## src/rtl/vga_tim_pkg.sv

```systemverilog
package vga_tim_pkg;

   // Registered state of one axis decode.
   typedef struct packed {
      logic active;
      logic in_sync;
   } axis_state_t;

   // Inclusive span test on a counter value.
   function automatic logic in_span(input int unsigned v,
                                    input int unsigned lo,
                                    input int unsigned hi);
      return (v >= lo) && (v <= hi);
   endfunction

endpackage

```

## src/rtl/vga_hcount.sv

```systemverilog
module vga_hcount #(
   parameter int H_TOTAL = 800,
   parameter int CNT_W   = $clog2(H_TOTAL + 1)
) (
   input  logic             clk,
   input  logic             rst_n,
   input  logic             pix_en,
   input  logic             restart_at_zero,
   output logic [CNT_W-1:0] hcnt,
   output logic             line_end
);

   localparam logic [CNT_W-1:0] TERM_ONE  = CNT_W'(H_TOTAL);
   localparam logic [CNT_W-1:0] TERM_ZERO = CNT_W'(H_TOTAL - 1);

   if (H_TOTAL < 4) begin : g_bad_total
      $error("vga_hcount: H_TOTAL too small");
   end
   if ((1 << CNT_W) <= H_TOTAL) begin : g_bad_width
      $error("vga_hcount: CNT_W cannot hold H_TOTAL");
   end

   logic [CNT_W-1:0] cnt_q;
   logic [CNT_W-1:0] term_c;
   logic [CNT_W-1:0] start_c;
   logic             at_term;

   assign term_c  = restart_at_zero ? TERM_ZERO : TERM_ONE;
   assign start_c = restart_at_zero ? '0 : CNT_W'(1);
   assign at_term = (cnt_q >= term_c);

   always_ff @(posedge clk or negedge rst_n) begin
      if (!rst_n) begin
         cnt_q <= CNT_W'(1);
      end else if (pix_en) begin
         cnt_q <= at_term ? start_c : cnt_q + CNT_W'(1);
      end
   end

   assign hcnt     = cnt_q;
   assign line_end = pix_en & at_term;


   hcnt_range_chk: assert property (@(posedge clk) disable iff (!rst_n)
      cnt_q <= CNT_W'(H_TOTAL));


   hcnt_hold_chk: assert property (@(posedge clk) disable iff (!rst_n)
      !pix_en |=> $stable(cnt_q));

endmodule

```

## src/rtl/vga_vcount.sv

```systemverilog
module vga_vcount #(
   parameter int V_TOTAL = 525,
   parameter int CNT_W   = $clog2(V_TOTAL)
) (
   input  logic             clk,
   input  logic             rst_n,
   input  logic             step,
   output logic [CNT_W-1:0] vcnt
);

   localparam logic [CNT_W-1:0] LAST = CNT_W'(V_TOTAL - 1);

   if (V_TOTAL < 2) begin : g_bad_total
      $error("vga_vcount: V_TOTAL too small");
   end

   logic [CNT_W-1:0] cnt_q;

   always_ff @(posedge clk or negedge rst_n) begin
      if (!rst_n) begin
         cnt_q <= '0;
      end else if (step) begin
         cnt_q <= (cnt_q == LAST) ? '0 : cnt_q + CNT_W'(1);
      end
   end

   assign vcnt = cnt_q;


   vstep_chk: assert property (@(posedge clk) disable iff (!rst_n)
      !$stable(cnt_q) |-> $past(step));


   vrange_chk: assert property (@(posedge clk) disable iff (!rst_n)
      cnt_q <= LAST);

endmodule

```

## src/rtl/vga_axis_dec.sv

```systemverilog
module vga_axis_dec
   import vga_tim_pkg::*;
#(
   parameter int CNT_W   = 10,
   parameter int POS_W   = 10,
   parameter int ACT_HI  = 640,
   parameter int SYNC_LO = 657,
   parameter int SYNC_HI = 752
) (
   input  logic             clk,
   input  logic             rst_n,
   input  logic             pix_en,
   input  logic [CNT_W-1:0] cnt,
   input  logic [CNT_W-1:0] base,
   output logic             active,
   output logic             sync_n,
   output logic [POS_W-1:0] pos
);

   if (POS_W > CNT_W) begin : g_bad_pos
      $error("vga_axis_dec: POS_W wider than CNT_W");
   end
   if (SYNC_HI < SYNC_LO) begin : g_bad_sync
      $error("vga_axis_dec: sync span reversed");
   end
   if (SYNC_LO <= ACT_HI) begin : g_bad_overlap
      $error("vga_axis_dec: sync overlaps active span");
   end

   axis_state_t      st_q;
   logic [POS_W-1:0] pos_q;
   logic             hit_act;
   logic             hit_sync;
   logic [CNT_W-1:0] offset;

   assign hit_act  = in_span(int'(cnt), int'(base), ACT_HI);
   assign hit_sync = in_span(int'(cnt), SYNC_LO, SYNC_HI);
   assign offset   = cnt - base;

   always_ff @(posedge clk or negedge rst_n) begin
      if (!rst_n) begin
         st_q  <= '0;
         pos_q <= '0;
      end else if (pix_en) begin
         st_q.active  <= hit_act;
         st_q.in_sync <= hit_sync;
         pos_q        <= hit_act ? offset[POS_W-1:0] : '0;
      end
   end

   assign active = st_q.active;
   assign sync_n = ~st_q.in_sync;
   assign pos    = pos_q;


   idle_pos_chk: assert property (@(posedge clk) disable iff (!rst_n)
      !st_q.active |-> (pos_q == '0));


   sync_excl_chk: assert property (@(posedge clk) disable iff (!rst_n)
      !(st_q.active && st_q.in_sync));

endmodule

```

## src/rtl/vga_sync_gen.sv

```systemverilog
module vga_sync_gen #(
   parameter int H_ACTIVE = 640,
   parameter int H_FP     = 16,
   parameter int H_SYNC   = 96,
   parameter int H_BP     = 48,
   parameter int V_ACTIVE = 480,
   parameter int V_FP     = 10,
   parameter int V_SYNC   = 2,
   parameter int V_BP     = 33
) (
   input  logic                          clk,
   input  logic                          rst_n,
   input  logic                          pix_en,
   input  logic                          restart_at_zero,
   output logic                          hsync_n,
   output logic                          vsync_n,
   output logic                          video_on,
   output logic [$clog2(H_ACTIVE+1)-1:0] col,
   output logic [$clog2(V_ACTIVE)-1:0]   row
);

   localparam int H_TOTAL = H_ACTIVE + H_FP + H_SYNC + H_BP;
   localparam int V_TOTAL = V_ACTIVE + V_FP + V_SYNC + V_BP;
   localparam int HC_W    = $clog2(H_TOTAL + 1);
   localparam int VC_W    = $clog2(V_TOTAL);
   localparam int COL_W   = $clog2(H_ACTIVE + 1);
   localparam int ROW_W   = $clog2(V_ACTIVE);

   if (H_FP < 1 || H_SYNC < 1 || H_BP < 2) begin : g_bad_h
      $error("vga_sync_gen: horizontal porch or sync too short");
   end
   if (V_ACTIVE < 2 || V_SYNC < 1 || V_FP < 1 || V_BP < 1) begin : g_bad_v
      $error("vga_sync_gen: vertical geometry too short");
   end

   logic [HC_W-1:0] hcnt;
   logic [HC_W-1:0] h_base;
   logic [VC_W-1:0] vcnt;
   logic            line_end;
   logic            h_act;
   logic            v_act;

   assign h_base = {{(HC_W-1){1'b0}}, ~restart_at_zero};

   vga_hcount #(
      .H_TOTAL (H_TOTAL),
      .CNT_W   (HC_W)
   ) u_hcnt (
      .clk             (clk),
      .rst_n           (rst_n),
      .pix_en          (pix_en),
      .restart_at_zero (restart_at_zero),
      .hcnt            (hcnt),
      .line_end        (line_end)
   );

   vga_vcount #(
      .V_TOTAL (V_TOTAL),
      .CNT_W   (VC_W)
   ) u_vcnt (
      .clk   (clk),
      .rst_n (rst_n),
      .step  (line_end),
      .vcnt  (vcnt)
   );

   vga_axis_dec #(
      .CNT_W   (HC_W),
      .POS_W   (COL_W),
      .ACT_HI  (H_ACTIVE),
      .SYNC_LO (H_ACTIVE + H_FP + 1),
      .SYNC_HI (H_ACTIVE + H_FP + H_SYNC)
   ) u_hdec (
      .clk    (clk),
      .rst_n  (rst_n),
      .pix_en (pix_en),
      .cnt    (hcnt),
      .base   (h_base),
      .active (h_act),
      .sync_n (hsync_n),
      .pos    (col)
   );

   vga_axis_dec #(
      .CNT_W   (VC_W),
      .POS_W   (ROW_W),
      .ACT_HI  (V_ACTIVE - 1),
      .SYNC_LO (V_ACTIVE + V_FP),
      .SYNC_HI (V_ACTIVE + V_FP + V_SYNC - 1)
   ) u_vdec (
      .clk    (clk),
      .rst_n  (rst_n),
      .pix_en (pix_en),
      .cnt    (vcnt),
      .base   ('0),
      .active (v_act),
      .sync_n (vsync_n),
      .pos    (row)
   );

   assign video_on = h_act & v_act;


   hsync_blank_chk: assert property (@(posedge clk) disable iff (!rst_n)
      !hsync_n |-> !video_on);


   vsync_blank_chk: assert property (@(posedge clk) disable iff (!rst_n)
      !vsync_n |-> !video_on);


   out_hold_chk: assert property (@(posedge clk) disable iff (!rst_n)
      !pix_en |=> ($stable(hsync_n) && $stable(vsync_n) && $stable(video_on)));

endmodule

```

## config.mk

```make
export PLATFORM = sky130hd
export DESIGN_NAME = vga_sync_gen
export DESIGN_NICKNAME = d
export VERILOG_FILES = /design/src/rtl/vga_tim_pkg.sv /design/src/rtl/vga_hcount.sv /design/src/rtl/vga_vcount.sv /design/src/rtl/vga_axis_dec.sv /design/src/rtl/vga_sync_gen.sv
export SDC_FILE = /design/constraint.sdc
export NUM_CORES = 1
export LEC_CHECK = 0
export BUFFER_PORTS_ARGS = -buffer_cell sky130_fd_sc_hd__buf_2
export CORE_AREA = 2 2 93 95
export CTS_CLUSTER_SIZE = 10
export DETAILED_ROUTE_END_ITERATION = 10
export DIE_AREA = 0 0 95 97
export PLACE_DENSITY = 0.63
export SYNTH_ARGS = -nofsm -noshare
export SYNTH_HDL_FRONTEND = slang
export SYNTH_HIERARCHICAL = 1
export SYNTH_SLANG_ARGS = --single-unit
```

## constraint.sdc

```tcl
create_clock -name clk -period 2.6 [get_ports clk]
set_input_delay 0.26 -clock clk [delete_from_list [all_inputs] [get_ports clk]]
set_output_delay 0.26 -clock clk [all_outputs]
set_load 0.01 [all_outputs]
```

# --- After elaboration in Yosys (flattened, before gate mapping) ---
# Cells that the tools add are included.
# W data, S select, Z words.
classes:
  n_addsub: 3
  order_cmp: 9
  eq_ne: 1
  n_mux: 6
  n_bitwise: 5
  n_reduce_logical: 4
op_table:
  columns: ["op", "n"]
  rows:
  - ["$mux W10", 3]
  - ["$add A10 B1 Y10 const B", 2]
  - ["$le A10 B10 Y1 const B", 2]
  - ["$le A10 B9 Y1 const B", 2]
  - ["$eq A10 B10 Y1 const B", 1]
  - ["$ge A10 B1 Y1", 1]
  - ["$ge A10 B1 Y1 const B", 1]
  - ["$ge A10 B10 Y1", 1]
  - ["$ge A10 B10 Y1 const B", 1]
  - ["$ge A10 B9 Y1 const B", 1]
  - ["$sub A10 B1 Y10", 1]
  - ["$mux W9", 1]
  - ["$mux W6", 1]
  - ["$logic_and A1 B1 Y1", 4]
  - ["$not A1 Y1", 3]
  - ["$and A1 B1 Y1", 2]
  - ["$mux W1", 1]
word_totals:
  ff_bits: 43
  elab_cells: 36

# --- Depth between registers and ports, before layout ---
# Gate-level depths: netlist of the first run.
logic_depth:
  word_depth: 4
  mapped_depth: 11
  ltp_nobuf: 10

# --- By module ---
# The synthesis of the first run kept the hierarchy.
by_module_without_submodules:
  columns: ["mod", "n_inst", "cells_per_inst", "area_each_um2", "seq_area_each_um2"]
  rows:
  - ["vga_axis_dec at u_hdec", 1, 121, 1074.8, 300.3]
  - ["vga_axis_dec at u_vdec", 1, 102, 903.4, 275.3]
  - ["vga_hcount", 1, 66, 640.6, 251.5]
  - ["vga_vcount", 1, 56, 579.3, 250.2]
  - ["vga_sync_gen", 1, 3, 13.8, 0.0]

# --- Worst setup path before layout of the first run ---
# Ideal clock, no wire load.
synth_timing:
  kind: "reg-to-reg"
  startpoint: "register u_hcnt.cnt_q[5] (netlist: u_hcnt/hcnt[5])"
  endpoint: "register u_vcnt.cnt_q[9] (netlist: u_vcnt/vcnt[9])"
  arrival_time_ps: 2463
  required_time_ps: 2529
  setup_slack_ps: 67
  path_stages_with_launch: 10
  path_buffers: 1
  period_less_slack_ps: 2533
  cell_sequence: "dfrtp_1 ha_1 nand2_1 nor4_1 a21oi_2 nor3b_4 buf_4 nand3_2 or4_1 nand4_1"
synth_between:
  elab_chain_cells: 2
synth_rtl:
  columns: ["element", "line_no", "text"]
  rows:
  - ["start, declared", "vga_hcount.sv:23", "logic [CNT_W-1:0] cnt_q;"]
  - ["start signal, assigned", "vga_hcount.sv:36", "cnt_q <= at_term ? start_c : cnt_q + CNT_W'(1);"]
  - ["$ge A10 B10 Y1", "vga_hcount.sv:30", "assign at_term = (cnt_q >= term_c);"]
  - ["$and A1 B1 Y1", "vga_hcount.sv:41", "assign line_end = pix_en & at_term;"]
  - ["named net line_end", "vga_sync_gen.sv:39", "logic line_end;"]
  - ["end signal, assigned", "vga_vcount.sv:23", "cnt_q <= (cnt_q == LAST) ? '0 : cnt_q + CNT_W'(1);"]
  - ["end, declared", "vga_vcount.sv:17", "logic [CNT_W-1:0] cnt_q;"]
# The timed path passes the listed nets, and every way through them passes these cells.
# A chain may end at the register's enable or synchronous reset.

# --- Worst setup path after layout of the first run ---
# Ends and elaborated chain as after synthesis.

==> impl_metrics.py, run 1 <==
metrics = {
    "status": {
        "status": "finished clean",
    },
    "synth": {
        "muxShareOfSynthArea_pct": 0.3116,
        "synth_top_area_share_pct": 32.72,
        "synth-xor-area-share_pct": 5.727,
        "synth_ff_type": "dfrtp_1",
        "ys_top_cells_by_area": "dfrtp_1 33%, ha_1 11%, inv_1 6.8%, o22ai_2 3.5%, xnor2_1 3.3%",
        "ys_types": 68,
        "async_flop_share_pct": 100.0,
        "syn-mean-instance-area_sq_um": 9.229,
        "seq_area_frac_synth_pct": 33.54,
        "synth_top_family_by_area": "compound AO/OA/AOI/OAI gates",
        "synth_edf_count": 0,
        "yosysWarningCount": 6,
        "synthSimpleGateAreaFrac_pct": 16.48,
        "synthCells": 348,
        "synth_top_area_cell": "dfrtp_1",
        "ys_ff_latch": 43,
        "yosys.area_share.adder_pct": 12.54,
        "synth_compound_area_share_pct": 23.06,
        "syn_area_sq_mm": 0.003212,
    },
    "finish": {
        "fin_nets": 435,
        "stdcell_count": 505,
        "drive_above_1_share_pct": 18.25,
        "antenna_cells": 0,
        "syn_to_final_growth_pct": 14.34,
    },
    "sta": {
        "maxSlewHeadroom_pct": 33.78,
        "tightest_slew_ns": 0.9933,
        "max_freq_mhz": 409.6,
        "post-route-min-period_ns": 2.441,
        "fin_hold_ws_ns": 0.1240,
        "setup_viol": 0,
        "setup_slack_ns": 0.1589,
        "maxSlewViolCount": 0,
        "fin_crit_sh_pct": 93.89,
        "rsz0062_at_grt": "false",
        "setup_tns_ns": 0,
        "hold_violations": 0,
        "clock_skew_ns": 0.009976,
    },
    "setup_path": {
        "rrSetupSlack_ns": 0.16,
        "crit_type": "reg -> reg",
        "worstPathRequired_ns": 2.84,
        "endpoint_kind": "register",
        "rr_worst_depth": 8,
        "r2r_start": "u_hcnt/hcnt[5]$_DFFE_PN0P_",
        "timing.rr.end": "u_vcnt/vcnt[9]$_DFFE_PN0P_",
        "arrival_ns": 2.68,
        "critPathLaunchType": "register",
        "path_max_fanout": 5,
    },
    "clock_network": {
        "clk_pin_slew_ns": 0.09,
        "ctsResizeCount": 0,
        "clockBufferDepth": 2,
        "hold_buffers": 0,
        "cts_max_level": 2,
        "clk_latency_ns": 0.29,
        "cts.sink_count": 43,
        "cts_tree": "built",
        "cts-root-buf": "clkbuf_8",
        "postCtsSetupBuffers": 0,
        "cts_buffers": 5,
    },
    "placement": {
        "gp_congestion": 0.8799,
        "portBuffers": 25,
        "dp.cells": 497,
        "pre_cts_ws_ns": 0.07169,
        "dpl.hpwl_um": 4996,
    },
    "die": {
        "die_h_um": 97,
        "io_pins": 26,
        "die_area_sq_mm": 0.009215,
        "start_util_pct": 39.49,
        "num_rows": 33,
        "core_sq_mm": 0.008134,
        "die_w_um": 95,
    },
    "grt": {
        "grt_use_total_pct": 15.95,
        "grt_pass1_wl_um": 12010,
        "antenna_found_initial": 0,
        "gr-total-overflow": 0,
        "grt_start_max_net_pins": 44,
        "grt_pass1_vias": 2577,
    },
    "pwr": {
        "total_power_w": 0.002139,
        "p_per_area_mw_per_mm2": 582.6,
        "leakagePower_nw": 1.721,
        "vdd_drop_max_mv": 0.3357,
    },
    "route": {
        "drtAntennaViolNets": 0,
        "routedWlPerCell_um": 13.18,
        "drc": 0,
        "first_pass_iters": 4,
        "vias": 2575,
        "totalWireLength_um": 6654,
        "drt_iter0_markers": 88,
        "avgViaCountPerCell": 5.099,
    },
    "flow_run": {
        "drv_cap": 0,
    },
    "worst_hold_path": {
        "hp-class": "in -> async",
    },
}
[synthesized netlist by cell type, types with 8 or more instances]
| cell type | n |
|---|---|
| xor2_1 | 9 |
| nor2_1 | 17 |
| ha_1 | 29 |
| o21ai_0 | 8 |
| o22ai_1 | 12 |
| dfrtp_1 | 42 |
| o22ai_2 | 9 |
| inv_1 | 58 |
| a21o_1 | 9 |
| nand3_1 | 10 |
| a21oi_1 | 18 |
| nand2_1 | 14 |
| xnor2_1 | 12 |
[worst max path at each step]
stage,end,from,slack (ns)
detailed placement,u_vcnt/vcnt[9]$_DFFE_PN0P_,restart_at_zero,0.07
floorplan,u_vcnt/vcnt[9]$_DFFE_PN0P_,u_hcnt/hcnt[5]$_DFFE_PN0P_,0.07
global placement,u_vcnt/vcnt[9]$_DFFE_PN0P_,restart_at_zero,0.20
global route,u_vcnt/vcnt[9]$_DFFE_PN0P_,u_hcnt/hcnt[5]$_DFFE_PN0P_,0.007
finish,u_vcnt/vcnt[9]$_DFFE_PN0P_,u_hcnt/hcnt[5]$_DFFE_PN0P_,0.16
CTS,u_hdec/pos[9]$_DFFE_PN0P_,u_hcnt/hcnt[0]$_DFFE_PN1P_,0.09
[through the flow]
step,utilization (%),instance area (sq um)
final,45.15,3672
after global placement,43.64,3550
after global routing,45.15,3672
after CTS,44.90,3652
after detailed placement,43.64,3550
after floorplan,-,3279
[where the power goes]
group	switching, W	leakage [nW]	internal, W
Sequential	0.0000663	0.578	0.000723
Clock	0.000244	0.0513	0.000282
Combinational	0.000456	1.09	0.000366
[cell families after synthesis]
logic type / Yosys count
flops: 43
buf+inv: 65
mux: 1
other cells: 1
simple gates: 89
compound gates: 97
xor+xnor: 21
fa+ha+maj: 31
[area by class of cell]
type / instances / area (sq um)
Fill cell: 812 / 4462
Multi-Input combinational cell: 258 / 1938
Sequential cell: 43 / 1077
Inverter: 58 / 217.7
Timing Repair Buffer: 34 / 205.2
Tap cell: 105 / 131.4
Clock buffer: 6 / 72.57
Clock inverter: 1 / 30.03
[placed cells by master, fill, tap and decap left out, types with 10 or more instances in the layout]
cell type	Yosys	routed
xnor2_1	12	12
ha_1	29	29
conb_1	1	19
nor2_1	17	17
inv_1	58	58
o22ai_1	12	12
nand2_1	14	14
nand3_1	10	10
a21oi_1	18	18
dfrtp_1	42	42
buf_2	1	25
[state kept, by name (all words and copies together) (netlist names)]
| register | cells |
|---|---|
| u_hdec/st_q | 1 |
| u_vdec/active | 1 |
| u_hcnt/hcnt | 10 |
| u_vdec/pos | 9 |
| u_vcnt/vcnt | 10 |
| u_vdec/st_q | 1 |
| u_hdec/pos | 10 |
| u_hdec/active | 1 |
[worst max-delay path, cell delays in order, from the launching register on]
cell and delay, ns:
dfrtp_1 0.39, ha_1 0.31, nand2_1 0.09, nor4_1 0.34
a21oi_2 0.16, nor3b_4 0.31, nand3_2 0.15, or4_1 0.54
nand4_1 0.10
[routing by layer]
layer / vias to the layer above / GRT usage [%] / share of wire, %
li1: 1315 / - / -
met1: 1238 / 20.70 / 47
met2: 20 / 27.77 / 51
met3: 2 / 2.726 / 2.1
met4: 0 / 2.899 / 0.36
met5: - / 0 / 0
(Power assumes the default switching activity.)
==> inputs of run 2 (changes only) <==
--- a/config.mk
+++ b/config.mk
@@ -6,12 +6,11 @@
 export NUM_CORES = 1
 export LEC_CHECK = 0
 export BUFFER_PORTS_ARGS = -buffer_cell sky130_fd_sc_hd__buf_2
-export CORE_AREA = 2 2 93 95
+export CORE_AREA = 2 2 81 83
 export CTS_CLUSTER_SIZE = 10
 export DETAILED_ROUTE_END_ITERATION = 10
-export DIE_AREA = 0 0 95 97
-export PLACE_DENSITY = 0.63
+export DIE_AREA = 0 0 83 85
+export PLACE_DENSITY = 0.64
 export SYNTH_ARGS = -nofsm -noshare
 export SYNTH_HDL_FRONTEND = slang
-export SYNTH_HIERARCHICAL = 1
 export SYNTH_SLANG_ARGS = --single-unit
==> impl_metrics.py, run 2 <==
metrics = {
    "synth": {
        "yosysWarningCount": 0,
        "seq_area_frac_synth_pct": 44.91,
        "synth_edf_count": 0,
        "synth_ff_type": "dfrtp_1",
        "syn-mean-instance-area_sq_um": 10.43,
        "async_flop_share_pct": 100.0,
        "synthCells": 230,
        "synth_top_area_share_pct": 43.82,
        "ys_types": 51,
        "ys_top_cells_by_count": "42 x dfrtp_1, 20 x nand2_1, 15 x ha_1, 13 x nor2_1",
        "synth_top_area_cell": "dfrtp_1",
        "ys_top_cells_by_area": "dfrtp_1 44%, ha_1 7.8%, xnor2_1 4.4%, a22o_1 3.7%, nand2_1 3.1%",
        "synth_fp_nets": 249,
        "syn_area_sq_mm": 0.002399,
        "yosysMostFrequentCell": "dfrtp_1",
        "ys_ff_latch": 43,
    },
    "grt": {
        "grt_start_max_net_pins": 44,
        "grt_pass1_vias": 1686,
        "use_met3_pct": 3.502,
        "grt_pass1_wl_um": 8093,
        "grt_use_total_pct": 14.29,
        "met1_usage_pct": 19.85,
        "antenna_found_initial": 0,
        "top_usage_layer": "met2",
        "use_met2_pct": 21.70,
        "gr-total-overflow": 0,
    },
    "placement": {
        "gp_congestion": 0.7649,
        "dpl.hpwl_um": 3233,
        "pre_cts_ws_ns": 0.3390,
        "portBuffers": 25,
        "dp.cells": 321,
    },
    "finish": {
        "multi_input_area_sq_mm": 0.001197,
        "stdcell_count": 329,
        "most-common-layout-cells": "42 x dfrtp_1, 25 x buf_2, 20 x nand2_1",
        "antenna_cells": 0,
        "ff_latch_area_sq_mm": 0.001077,
        "drive_above_1_share_pct": 19.44,
        "fin_util_pct": 42.69,
        "nFillCells": 589,
        "fin_nets": 270,
        "syn_to_final_growth_pct": 10.43,
        "mostFrequentLayoutCell": "dfrtp_1",
    },
    "sta": {
        "rsz0062_at_grt": "false",
        "setup_viol": 0,
        "max_freq_mhz": 436.8,
        "setup_tns_ns": 0,
        "maxSlewViolCount": 0,
        "clock_skew_ns": 0.007008,
        "setup_slack_ns": 0.3104,
        "maxSlewHeadroom_pct": 37.04,
        "hold_violations": 0,
        "fin_hold_ws_ns": 0.09212,
        "fin_crit_sh_pct": 88.06,
        "tightest_slew_ns": 0.9444,
        "post-route-min-period_ns": 2.290,
    },
    "die": {
        "die_h_um": 85,
        "io_pins": 26,
        "start_util_pct": 38.66,
        "die_w_um": 83,
        "core_sq_mm": 0.006205,
        "die_area_sq_mm": 0.007055,
        "num_rows": 29,
    },
    "route": {
        "drt_iter0_markers": 113,
        "avgViaCountPerCell": 5.280,
        "drtAntennaViolNets": 0,
        "totalWireLength_um": 4626,
        "first_pass_iters": 4,
        "vias": 1737,
        "drc": 0,
        "routedWlPerCell_um": 14.06,
    },
    "clock_network": {
        "clockBufferDepth": 2,
        "clk_latency_ns": 0.30,
        "cts-root-buf": "clkbuf_8",
        "cts.sink_count": 43,
        "postCtsSetupBuffers": 0,
        "ctsResizeCount": 0,
        "cts_buffers": 5,
        "cts_max_level": 2,
        "hold_buffers": 0,
        "cts_tree": "built",
        "clk_pin_slew_ns": 0.09,
    },
    "worst_hold_path": {
        "hp-class": "in -> async",
    },
    "flow_run": {
        "drv_cap": 0,
    },
    "setup_path": {
        "worstPathRequired_ns": 2.78,
        "arrival_ns": 2.47,
        "critPathLaunchType": "register",
        "crit_top_cell": "a21boi_0",
        "crit_chain": "inv_1 > ha_1 > a21boi_0 > o21a_1 > o2111a_2 > a21boi_0 > mux2i_1",
        "crit_buf_inv": 1,
        "cp_slowest_cell": "dfstp_2",
        "endpoint_kind": "register",
        "crit_type": "reg -> reg",
        "max_stage_delay_ns": 0.56,
        "path_max_fanout": 25,
        "path_delay_family": "compound AO/OA/AOI/OAI gates",
    },
    "pwr": {
        "leakagePower_nw": 1.247,
        "p_per_area_mw_per_mm2": 751.0,
        "vdd_drop_max_mv": 0.4095,
    },
    "status": {
        "status": "finished clean",
    },
}
run 2: changes by cell type in the layout (fill, tap and decap cells not counted), moves of 5 or more:
cell,delta
a21oi_1,-12
buf_4,-6
nand2_1,+6
xor2_1,-5
o22ai_1,-12
ha_1,-14
a21o_1,-6
o22ai_2,-9
a22o_1,+10
inv_1,-46
conb_1,-19
run 2: path summary, 6_finish.rpt:
path | startpoint | depth (start not counted) | slack [ns] | endpoint
max | u_hcnt.hcnt[0]$_DFFE_PN1P_ | 7 | 0.31 | u_vcnt.vcnt[9]$_DFFE_PN0P_
min | rst_n | 1 | 0.09 | u_hcnt.hcnt[2]$_DFFE_PN0P_
max reg2reg | u_hcnt.hcnt[0]$_DFFE_PN1P_ | 7 | 0.31 | u_vcnt.vcnt[9]$_DFFE_PN0P_
max in group asynchronous | rst_n | 1 | 1.91 | u_hdec.st_q[0]$_DFFE_PN0P_
min reg2reg | u_hdec.pos[7]$_DFFE_PN0P_ | 1 | 0.48 | u_hdec.pos[7]$_DFFE_PN0P_
min in group clk | pix_en | 2 | 0.33 | u_hcnt.hcnt[0]$_DFFE_PN1P_
run 2: layout make-up:
cell class | instances | area share, %
clock buffers | 5 | 2.598
clock inverters | 3 | 0.8975
inverters | 12 | 1.701
multi-input cells | 162 | 45.21
flip-flops and latches | 43 | 40.67
well taps | 77 | 3.637
repair buffers | 27 | 5.290
run 2: cells by family (layout without fill, tap and decap cells):
group                      Yosys count  in the layout  synth area share (%)
AOI/OAI and AO/OA                   53             53                 17.53
xor gates and xnor gates            16             16                 5.842
adders and majority gates           15             15                 7.825
buffers and inverters               25             47                 5.164
DFF                                 43             43                 44.91
muxes                                3              3                 1.252
and+or+nand+nor                     75             75                 17.48
run 2: where the power goes:
group          internal [W]  switching, W  total (W)  leakage (nW)
Sequential         0.000784      0.000126   0.000910         0.546
Clock              0.000192      0.000251   0.000443        0.0408
Combinational      0.000288      0.000348   0.000636         0.660
run 2: per-layer routing:
| metal | part of all wire, % | vias to the layer above | routed length, um |
|---|---|---|---|
| met5 | 0 | - | 0 |
| met4 | 0.91 | 0 | 42 |
| met3 | 2.9 | 2 | 133 |
| met2 | 44 | 29 | 2048 |
| met1 | 52 | 835 | 2401 |
| li1 | - | 871 | - |
run 2: per-stage QoR:
stage                     total power, W  instance area, sq um
after floorplan                 0.001397                  2399
after global placement          0.001553                  2556
after detailed placement        0.001562                  2556
after CTS                       0.002018                  2649
after global routing            0.002154                  2649
final                           0.001989                  2649
